## src/rtl/dma_chan_pkg.sv

```systemverilog
`timescale 1ns/1ps
package dma_chan_pkg;
  localparam logic [3:0] OFF_SRC = 4'h0;
  localparam logic [3:0] OFF_DST = 4'h4;
  localparam logic [3:0] OFF_C0  = 4'h8;
  localparam logic [3:0] OFF_C1  = 4'hC;

  localparam int C0_SRC_FIX = 7;
  localparam int C0_DST_FIX = 6;
  localparam int C0_IRQ_EN  = 2;
  localparam int C0_EN      = 1;
  localparam int C0_SW      = 0;

  localparam logic [31:0] C0_MASK = 32'hFFFF_00FD;
  localparam logic [31:0] C1_MASK = 32'h003F_3FFE;

  typedef enum logic [2:0] {
    ST_IDLE, ST_WAIT, ST_READ, ST_WRITE, ST_FIN
  } eng_state_t;
endpackage

```

## src/rtl/dma_chan_regs.sv

```systemverilog
`timescale 1ns/1ps
module dma_chan_regs
  import dma_chan_pkg::*;
(
  input  logic        clk,
  input  logic        rst_n,
  input  logic        wr,
  input  logic [3:0]  addr,
  input  logic [31:0] wdata,
  output logic [31:0] rdata,
  input  logic        rd_beat,
  input  logic        wr_beat,
  input  logic        fin,
  output logic        abort,
  output logic        en,
  output logic [31:0] src_ptr,
  output logic [31:0] dst_ptr,
  output logic [31:0] ctrl0,
  output logic [31:0] ctrl1
);
  logic [31:0] src_q, src_d, dst_q, dst_d, c0_q, c0_d, c1_q, c1_d;
  logic        en_q, en_d;

  assign abort = en_q && wr && (addr == OFF_C0) && !wdata[C0_EN];

  always_comb begin
    src_d = src_q;
    dst_d = dst_q;
    c0_d  = c0_q;
    c1_d  = c1_q;
    en_d  = en_q;
    if (rd_beat && !c0_q[C0_SRC_FIX]) src_d = src_q + 32'd4;
    if (wr_beat && !c0_q[C0_DST_FIX]) dst_d = dst_q + 32'd4;
    if (wr && !en_q) begin
      case (addr)
        OFF_SRC: src_d = wdata;
        OFF_DST: dst_d = wdata;
        OFF_C1:  c1_d  = wdata & C1_MASK;
        OFF_C0: begin
          c0_d = wdata & C0_MASK;
          en_d = wdata[C0_EN];
        end
        default: ;
      endcase
    end
    if (abort) begin
      c0_d = wdata & C0_MASK;
      en_d = 1'b0;
    end
    if (fin) en_d = 1'b0;
  end

  always_ff @(posedge clk or negedge rst_n) begin
    if (!rst_n) begin
      src_q <= '0;
      dst_q <= '0;
      c0_q  <= '0;
      c1_q  <= '0;
      en_q  <= 1'b0;
    end else begin
      src_q <= src_d;
      dst_q <= dst_d;
      c0_q  <= c0_d;
      c1_q  <= c1_d;
      en_q  <= en_d;
    end
  end

  always_comb begin
    case (addr)
      OFF_SRC: rdata = src_q;
      OFF_DST: rdata = dst_q;
      OFF_C0:  rdata = c0_q | {30'd0, en_q, 1'b0};
      OFF_C1:  rdata = c1_q;
      default: rdata = '0;
    endcase
  end

  assign en      = en_q;
  assign src_ptr = src_q;
  assign dst_ptr = dst_q;
  assign ctrl0   = c0_q;
  assign ctrl1   = c1_q;

  assert_src_step_R4: assert property (@(posedge clk) disable iff (!rst_n)
    (rd_beat && !c0_q[C0_SRC_FIX]) |=> (src_q == $past(src_q) + 32'd4));
  assert_dst_hold_R4: assert property (@(posedge clk) disable iff (!rst_n)
    (wr_beat && c0_q[C0_DST_FIX]) |=> $stable(dst_q));
  assert_en_drop_R8: assert property (@(posedge clk) disable iff (!rst_n)
    fin |=> !en_q);
  assert_busy_ignore_R11: assert property (@(posedge clk) disable iff (!rst_n)
    (en_q && wr && (addr == OFF_SRC) && !rd_beat) |=> $stable(src_q));
endmodule

```

## src/rtl/dma_chan_hs.sv

```systemverilog
`timescale 1ns/1ps
module dma_chan_hs #(
  parameter int NREQ = 32
) (
  input  logic            clk,
  input  logic            rst_n,
  input  logic            sw_mode,
  input  logic [5:0]      src_num,
  input  logic [5:0]      dst_num,
  input  logic [NREQ-1:0] req,
  input  logic            burst_end,
  output logic            need,
  output logic            ready,
  output logic [NREQ-1:0] ack
);
  localparam int RQW = $clog2(NREQ);

  logic need_src, need_dst;
  logic [RQW-1:0] src_idx, dst_idx;

  assign src_idx  = src_num[RQW-1:0];
  assign dst_idx  = dst_num[RQW-1:0];
  assign need_src = !sw_mode && (32'(src_num) < NREQ);
  assign need_dst = !sw_mode && (32'(dst_num) < NREQ);
  assign need     = need_src || need_dst;
  assign ready    = (!need_src || req[src_idx]) && (!need_dst || req[dst_idx]);

  always_comb begin
    ack = '0;
    if (burst_end) begin
      if (need_src) ack[src_idx] = 1'b1;
      if (need_dst) ack[dst_idx] = 1'b1;
    end
  end

  assert_ack_on_end_R6: assert property (@(posedge clk) disable iff (!rst_n)
    (|ack) |-> burst_end);
  assert_ack_lines_R6: assert property (@(posedge clk) disable iff (!rst_n)
    $countones(ack) <= 2);
  assert_sw_no_ack_R7: assert property (@(posedge clk) disable iff (!rst_n)
    sw_mode |-> (ack == '0));
endmodule

```

## src/rtl/dma_chan_engine.sv

```systemverilog
`timescale 1ns/1ps
module dma_chan_engine
  import dma_chan_pkg::*;
#(
  parameter int CNTW = 16,
  parameter int MAXB = 4
) (
  input  logic            clk,
  input  logic            rst_n,
  input  logic            en,
  input  logic            abort,
  input  logic [CNTW-1:0] cnt,
  input  logic [2:0]      bcode,
  input  logic            hs_need,
  input  logic            hs_ready,
  output logic            rd_beat,
  output logic            wr_beat,
  output logic            burst_end,
  output logic            fin
);
  localparam int WW = CNTW - 1;
  localparam int BW = MAXB + 1;

  eng_state_t st_q, st_d;
  logic [WW-1:0] words_q, words_d, words_init;
  logic [BW-1:0] beats_q, beats_d;

  function automatic logic [BW-1:0] blen(input logic [WW-1:0] rem, input logic [2:0] code);
    logic [BW-1:0] lim;
    lim = BW'(1) << ((32'(code) > MAXB) ? MAXB : 32'(code));
    if (rem < {{(WW-BW){1'b0}}, lim}) return rem[BW-1:0];
    return lim;
  endfunction

  assign words_init = cnt[CNTW-1:2] + WW'(|cnt[1:0]);

  always_comb begin
    st_d    = st_q;
    words_d = words_q;
    beats_d = beats_q;
    case (st_q)
      ST_IDLE: if (en) begin
        if (words_init == '0) st_d = ST_FIN;
        else begin
          words_d = words_init;
          beats_d = blen(words_init, bcode);
          st_d    = hs_need ? ST_WAIT : ST_READ;
        end
      end
      ST_WAIT:  if (hs_ready) st_d = ST_READ;
      ST_READ:  st_d = ST_WRITE;
      ST_WRITE: begin
        words_d = words_q - WW'(1);
        beats_d = beats_q - BW'(1);
        if (beats_q == BW'(1)) begin
          if (words_q == WW'(1)) st_d = ST_FIN;
          else begin
            beats_d = blen(words_q - WW'(1), bcode);
            st_d    = hs_need ? ST_WAIT : ST_READ;
          end
        end else st_d = ST_READ;
      end
      ST_FIN:   st_d = ST_IDLE;
      default:  st_d = ST_IDLE;
    endcase
    if (abort) st_d = ST_IDLE;
  end

  always_ff @(posedge clk or negedge rst_n) begin
    if (!rst_n) begin
      st_q    <= ST_IDLE;
      words_q <= '0;
      beats_q <= '0;
    end else begin
      st_q    <= st_d;
      words_q <= words_d;
      beats_q <= beats_d;
    end
  end

  assign rd_beat   = (st_q == ST_READ);
  assign wr_beat   = (st_q == ST_WRITE);
  assign burst_end = wr_beat && (beats_q == BW'(1));
  assign fin       = (st_q == ST_FIN);

  assert_done_single_R8: assert property (@(posedge clk) disable iff (!rst_n)
    fin |=> !fin);
  assert_abort_quiet_R10: assert property (@(posedge clk) disable iff (!rst_n)
    abort |=> !(rd_beat || wr_beat || fin));
  assert_wait_blocks_R6: assert property (@(posedge clk) disable iff (!rst_n)
    ((st_q == ST_WAIT) && !hs_ready && !abort) |=> !rd_beat && !wr_beat);
  assert_read_then_write_R3: assert property (@(posedge clk) disable iff (!rst_n)
    (rd_beat && !abort) |=> wr_beat);
endmodule

```

## src/rtl/dma_xfer_channel.sv

```systemverilog
`timescale 1ns/1ps
module dma_xfer_channel
  import dma_chan_pkg::*;
#(
  parameter int NREQ = 32,
  parameter int CNTW = 16,
  parameter int MAXB = 4
) (
  input  logic            clk,
  input  logic            rst_n,
  input  logic            reg_wr,
  input  logic [3:0]      reg_addr,
  input  logic [31:0]     reg_wdata,
  output logic [31:0]     reg_rdata,
  output logic            mem_en,
  output logic            mem_we,
  output logic [31:0]     mem_addr,
  output logic [31:0]     mem_wdata,
  input  logic [31:0]     mem_rdata,
  input  logic [NREQ-1:0] periph_req,
  output logic [NREQ-1:0] periph_ack,
  output logic            xfer_done,
  output logic            done_irq
);
  logic        rd_beat, wr_beat, burst_end, fin, abort, en;
  logic        hs_need, hs_ready;
  logic [31:0] src_ptr, dst_ptr, ctrl0, ctrl1;

  dma_chan_regs u_regs (
    .clk(clk), .rst_n(rst_n), .wr(reg_wr), .addr(reg_addr), .wdata(reg_wdata),
    .rdata(reg_rdata), .rd_beat(rd_beat), .wr_beat(wr_beat), .fin(fin),
    .abort(abort), .en(en), .src_ptr(src_ptr), .dst_ptr(dst_ptr),
    .ctrl0(ctrl0), .ctrl1(ctrl1)
  );

  dma_chan_hs #(.NREQ(NREQ)) u_hs (
    .clk(clk), .rst_n(rst_n), .sw_mode(ctrl0[C0_SW]),
    .src_num(ctrl1[21:16]), .dst_num(ctrl1[13:8]), .req(periph_req),
    .burst_end(burst_end), .need(hs_need), .ready(hs_ready), .ack(periph_ack)
  );

  dma_chan_engine #(.CNTW(CNTW), .MAXB(MAXB)) u_eng (
    .clk(clk), .rst_n(rst_n), .en(en), .abort(abort),
    .cnt(ctrl0[31:32-CNTW]), .bcode(ctrl0[5:3]),
    .hs_need(hs_need), .hs_ready(hs_ready),
    .rd_beat(rd_beat), .wr_beat(wr_beat), .burst_end(burst_end), .fin(fin)
  );

  assign mem_en    = rd_beat || wr_beat;
  assign mem_we    = wr_beat;
  assign mem_addr  = rd_beat ? src_ptr : dst_ptr;
  assign mem_wdata = mem_rdata;
  assign xfer_done = fin;
  assign done_irq  = fin && ctrl0[C0_IRQ_EN];

  assert_irq_gated_R8: assert property (@(posedge clk) disable iff (!rst_n)
    done_irq |-> xfer_done);
endmodule

```

## config.mk

```make
export PLATFORM = sky130hd
export DESIGN_NAME = dma_xfer_channel
export DESIGN_NICKNAME = d
export VERILOG_FILES = /design/src/rtl/dma_chan_pkg.sv /design/src/rtl/dma_chan_regs.sv /design/src/rtl/dma_chan_hs.sv /design/src/rtl/dma_chan_engine.sv /design/src/rtl/dma_xfer_channel.sv
export SDC_FILE = /design/constraint.sdc
export NUM_CORES = 1
export LEC_CHECK = 0
export ABC_CLOCK_PERIOD_IN_PS = 3800
export BUFFER_PORTS_ARGS = -buffer_cell sky130_fd_sc_hd__clkbuf_2
export CAP_MARGIN = 20
export CORE_MARGIN = 1.5
export CORE_UTILIZATION = 43
export DETAILED_ROUTE_END_ITERATION = 16
export GPL_TIMING_DRIVEN = 0
export PLACE_DENSITY = 0.75
export SLEW_MARGIN = 5
export SYNTH_ARGS = -nofsm -noshare
export SYNTH_HDL_FRONTEND = slang
export SYNTH_HIERARCHICAL = 1
export SYNTH_SLANG_ARGS = --single-unit
export TNS_END_PERCENT = 30
```

## constraint.sdc

```tcl
create_clock -name clk -period 3.8 [get_ports clk]
set_input_delay 0.95 -clock clk [delete_from_list [all_inputs] [get_ports clk]]
set_output_delay 0.95 -clock clk [all_outputs]
set_load 0.02 [all_outputs]
```

==> impl_metrics.yaml <==
run_status:
  status: "finished clean"
placement:
  gp_congestion: 0.994
  numPortBuffers: 202
  dp_hpwl_um: 25600
  post-place-ws_ps: -116
synthesis:
  syn_nets: 1247
  syn_area_per_cell_um2: 9.15
  syn_inst: 1131
  netlist_area_um2: 10300
  ys_warn_count: 6
sta:
  max_freq_ghz: 0.277
  finalWorstSetupSlack_ps: 184
  rsz0062_at_grt: "no"
  setup_viol: 0
  fin_crit_sh_pct: 95.2
  slew_headroom_pct: 43.1
  fin_crit_ps: 3620
  hold_viol_final: 0
  tightestPinTransition_ps: 849
  fin_skew_ps: 14.0
  slew_viol_final: 0
critical_path:
  r2r_cells: 13
  path_buf_inv: 3
  cp_top_family: "buffers and inverters"
  critPathMaxFanout: 10
  r2r-start: "u_eng/words_q[0]$_DFFE_PN0P_"
  rrSetupSlack_ps: 240
  cp.required_ps: 2850
  worstPathArrival_ps: 2670
  startpoint_type: "input pin"
  max_stage_delay_ps: 500
  crit_top_cell: "clkbuf_2"
  crit_type: "input pin to output port"
  cp_slowest_cell: "nor4b_4"
  r2r_end: "u_eng/beats_q[0]$_DFFE_PN0P_"
  endpoint_kind: "output port"
  crit_chain: "clkbuf_2 -> nor4b_4 -> clkbuf_1 -> a22oi_1 -> nand2_1 -> clkbuf_2"
floorplanning:
  core_area_um2: 23500
  die_x_um: 158
  die_y_um: 158
  initial_core_util_pct: 44.0
  ios: 235
  rows: 56
  dieArea_um2: 25000
grt:
  antenna_found_initial: 1
  grt_pass1_wl_um: 53000
  grt_max_degree: 108
  grt_pass1_vias: 9568
  grt-ovfl-total: 0
  grtUsageTotal_pct: 27.7
routing:
  wirelength_um: 34600
  first_pass_iters: 5
  vias: 10300
  dr.first_iter.drc_count: 1008
  drcViolationCount: 0
  antenna_left: 0
  vias_per_cell: 6.08
  wl_per_cell_um: 20.5
layout:
  multi_input_area_um2: 6330
  drive_above_1_share_pct: 29.1
  finish.utilization_pct: 52.8
  final_nets: 1473
  syn2layout_area_growth_pct: 20.0
  fill_cells: 2192
  seq_area_um2: 3250
power:
  power_leakage_nw: 5.49
  peakVddDrop_mv: 0.376
  powerDensity_nw_per_um2: 654
clocking:
  clock_latency_ps: 430
  clkTransAtPathRegs_ps: 60
  cts_max_level: 4
  cts_buffer_depth: 2
  cts_buffers: 17
  cts-root-buf: "clkbuf_16"
  clock_sinks: 130
  cts_tree: "built"
run:
  maxCapViolCount: 0
worst_hold_path:
  hold_path_class: "input pin to asynchronous set/reset pin"
worst max-delay path by stage:
stage / from / end / cells after the start
final: reg_addr[3] / reg_rdata[18] / 6
after global routing: u_eng/st_q[1]$_DFFE_PN0P_ / periph_ack[30] / 8
after CTS: reg_addr[2] / reg_rdata[19] / 6
after detailed placement: reg_addr[1] / reg_rdata[19] / 7
after global placement: rst_n / u_regs/dst_ptr[25]$_DFF_PN0_ / 1
after floorplan: reg_addr[1] / reg_rdata[16] / 5
cell type report:
cell class / instances / share of cell area, %
diodes: 1 / 0.0201
plain buffers: 104 / 5.35
clock buffers: 17 / 3.42
clock inverters: 15 / 1.19
inverters: 31 / 0.937
multi-input cells: 866 / 51.0
flip-flops and latches: 130 / 26.2
well taps: 319 / 3.21
repair buffers: 207 / 8.67
flip-flops by register name (all words and copies together), names as in the netlist:
| register | count |
|---|---|
| u_regs/src_ptr | 32 |
| u_eng/words_q | 15 |
| u_eng/beats_q | 5 |
| u_regs/en | 1 |
| u_eng/st_q | 3 |
| u_regs/ctrl0 | 23 |
| u_regs/ctrl1 | 19 |
| u_regs/dst_ptr | 32 |
per-stage QoR:
stage	setup TNS [ps]	cells	cell area [µm²]	total power [W]	hold slack, ps
2_1_floorplan	0	1131	10300	0.00524	465
3_3_place_gp	-61740	1652	11800	0.00633	474
3_5_place_dp	-572	1653	11800	0.00641	483
4_1_cts	0	1685	12400	0.00806	406
5_1_grt	0	1690	12400	0.00856	405
6_report	0	1690	12400	0.00813	413
power by group:
group          switching (W)  internal [W]
Clock               0.000695      0.000917
Combinational        0.00219       0.00173
Sequential          0.000739       0.00186
repair_timing:
action / CTS / global route
resized for setup: 1 / 16
cloned: 0 / 0
endpoints found under the setup margin: 10 / 54
pin swaps: 0 / 1
hold buffers: 0 / 0
setup buffers: 0 / 4
per-layer routing:
layer,routed length [µm],track usage (%),part of all wire (%),vias up
li1,-,-,-,4613
met3,2900,4.95,8.4,88
met5,0,0,0,-
met2,16300,44.4,47,554
met4,1230,12.1,3.6,0
met1,14200,36.5,41,5021
cell usage in the layout (no fill, tap or decap), types with 6 or more instances in the layout:
cell       count
xor2_1        47
o221a_1        6
nor4_1         9
clkbuf_1      24
buf_4         38
clkbuf_16     17
inv_1         30
or4_1          7
or3_1         13
a21oi_1       26
or2_2          6
buf_6          7
nor2b_1        8
o21ai_1       68
clkbuf_2     210
nor3_1        17
nand2b_1       9
nand3_1       41
o22ai_1       37
ha_1          13
and3_1        20
nand4_1       37
a22oi_1       27
o211ai_1       6
buf_2         27
and2_1        40
mux2_2         7
o21ai_0        9
nor2_1        44
mux2_4        39
mux2i_1       24
and4_1         8
nand2_1      117
a222oi_1      17
dfrtp_1      130
inv_6          6
nand3b_1      11
xnor2_1       29
mux2_1        36
Power figures use the tool's default switching activity.
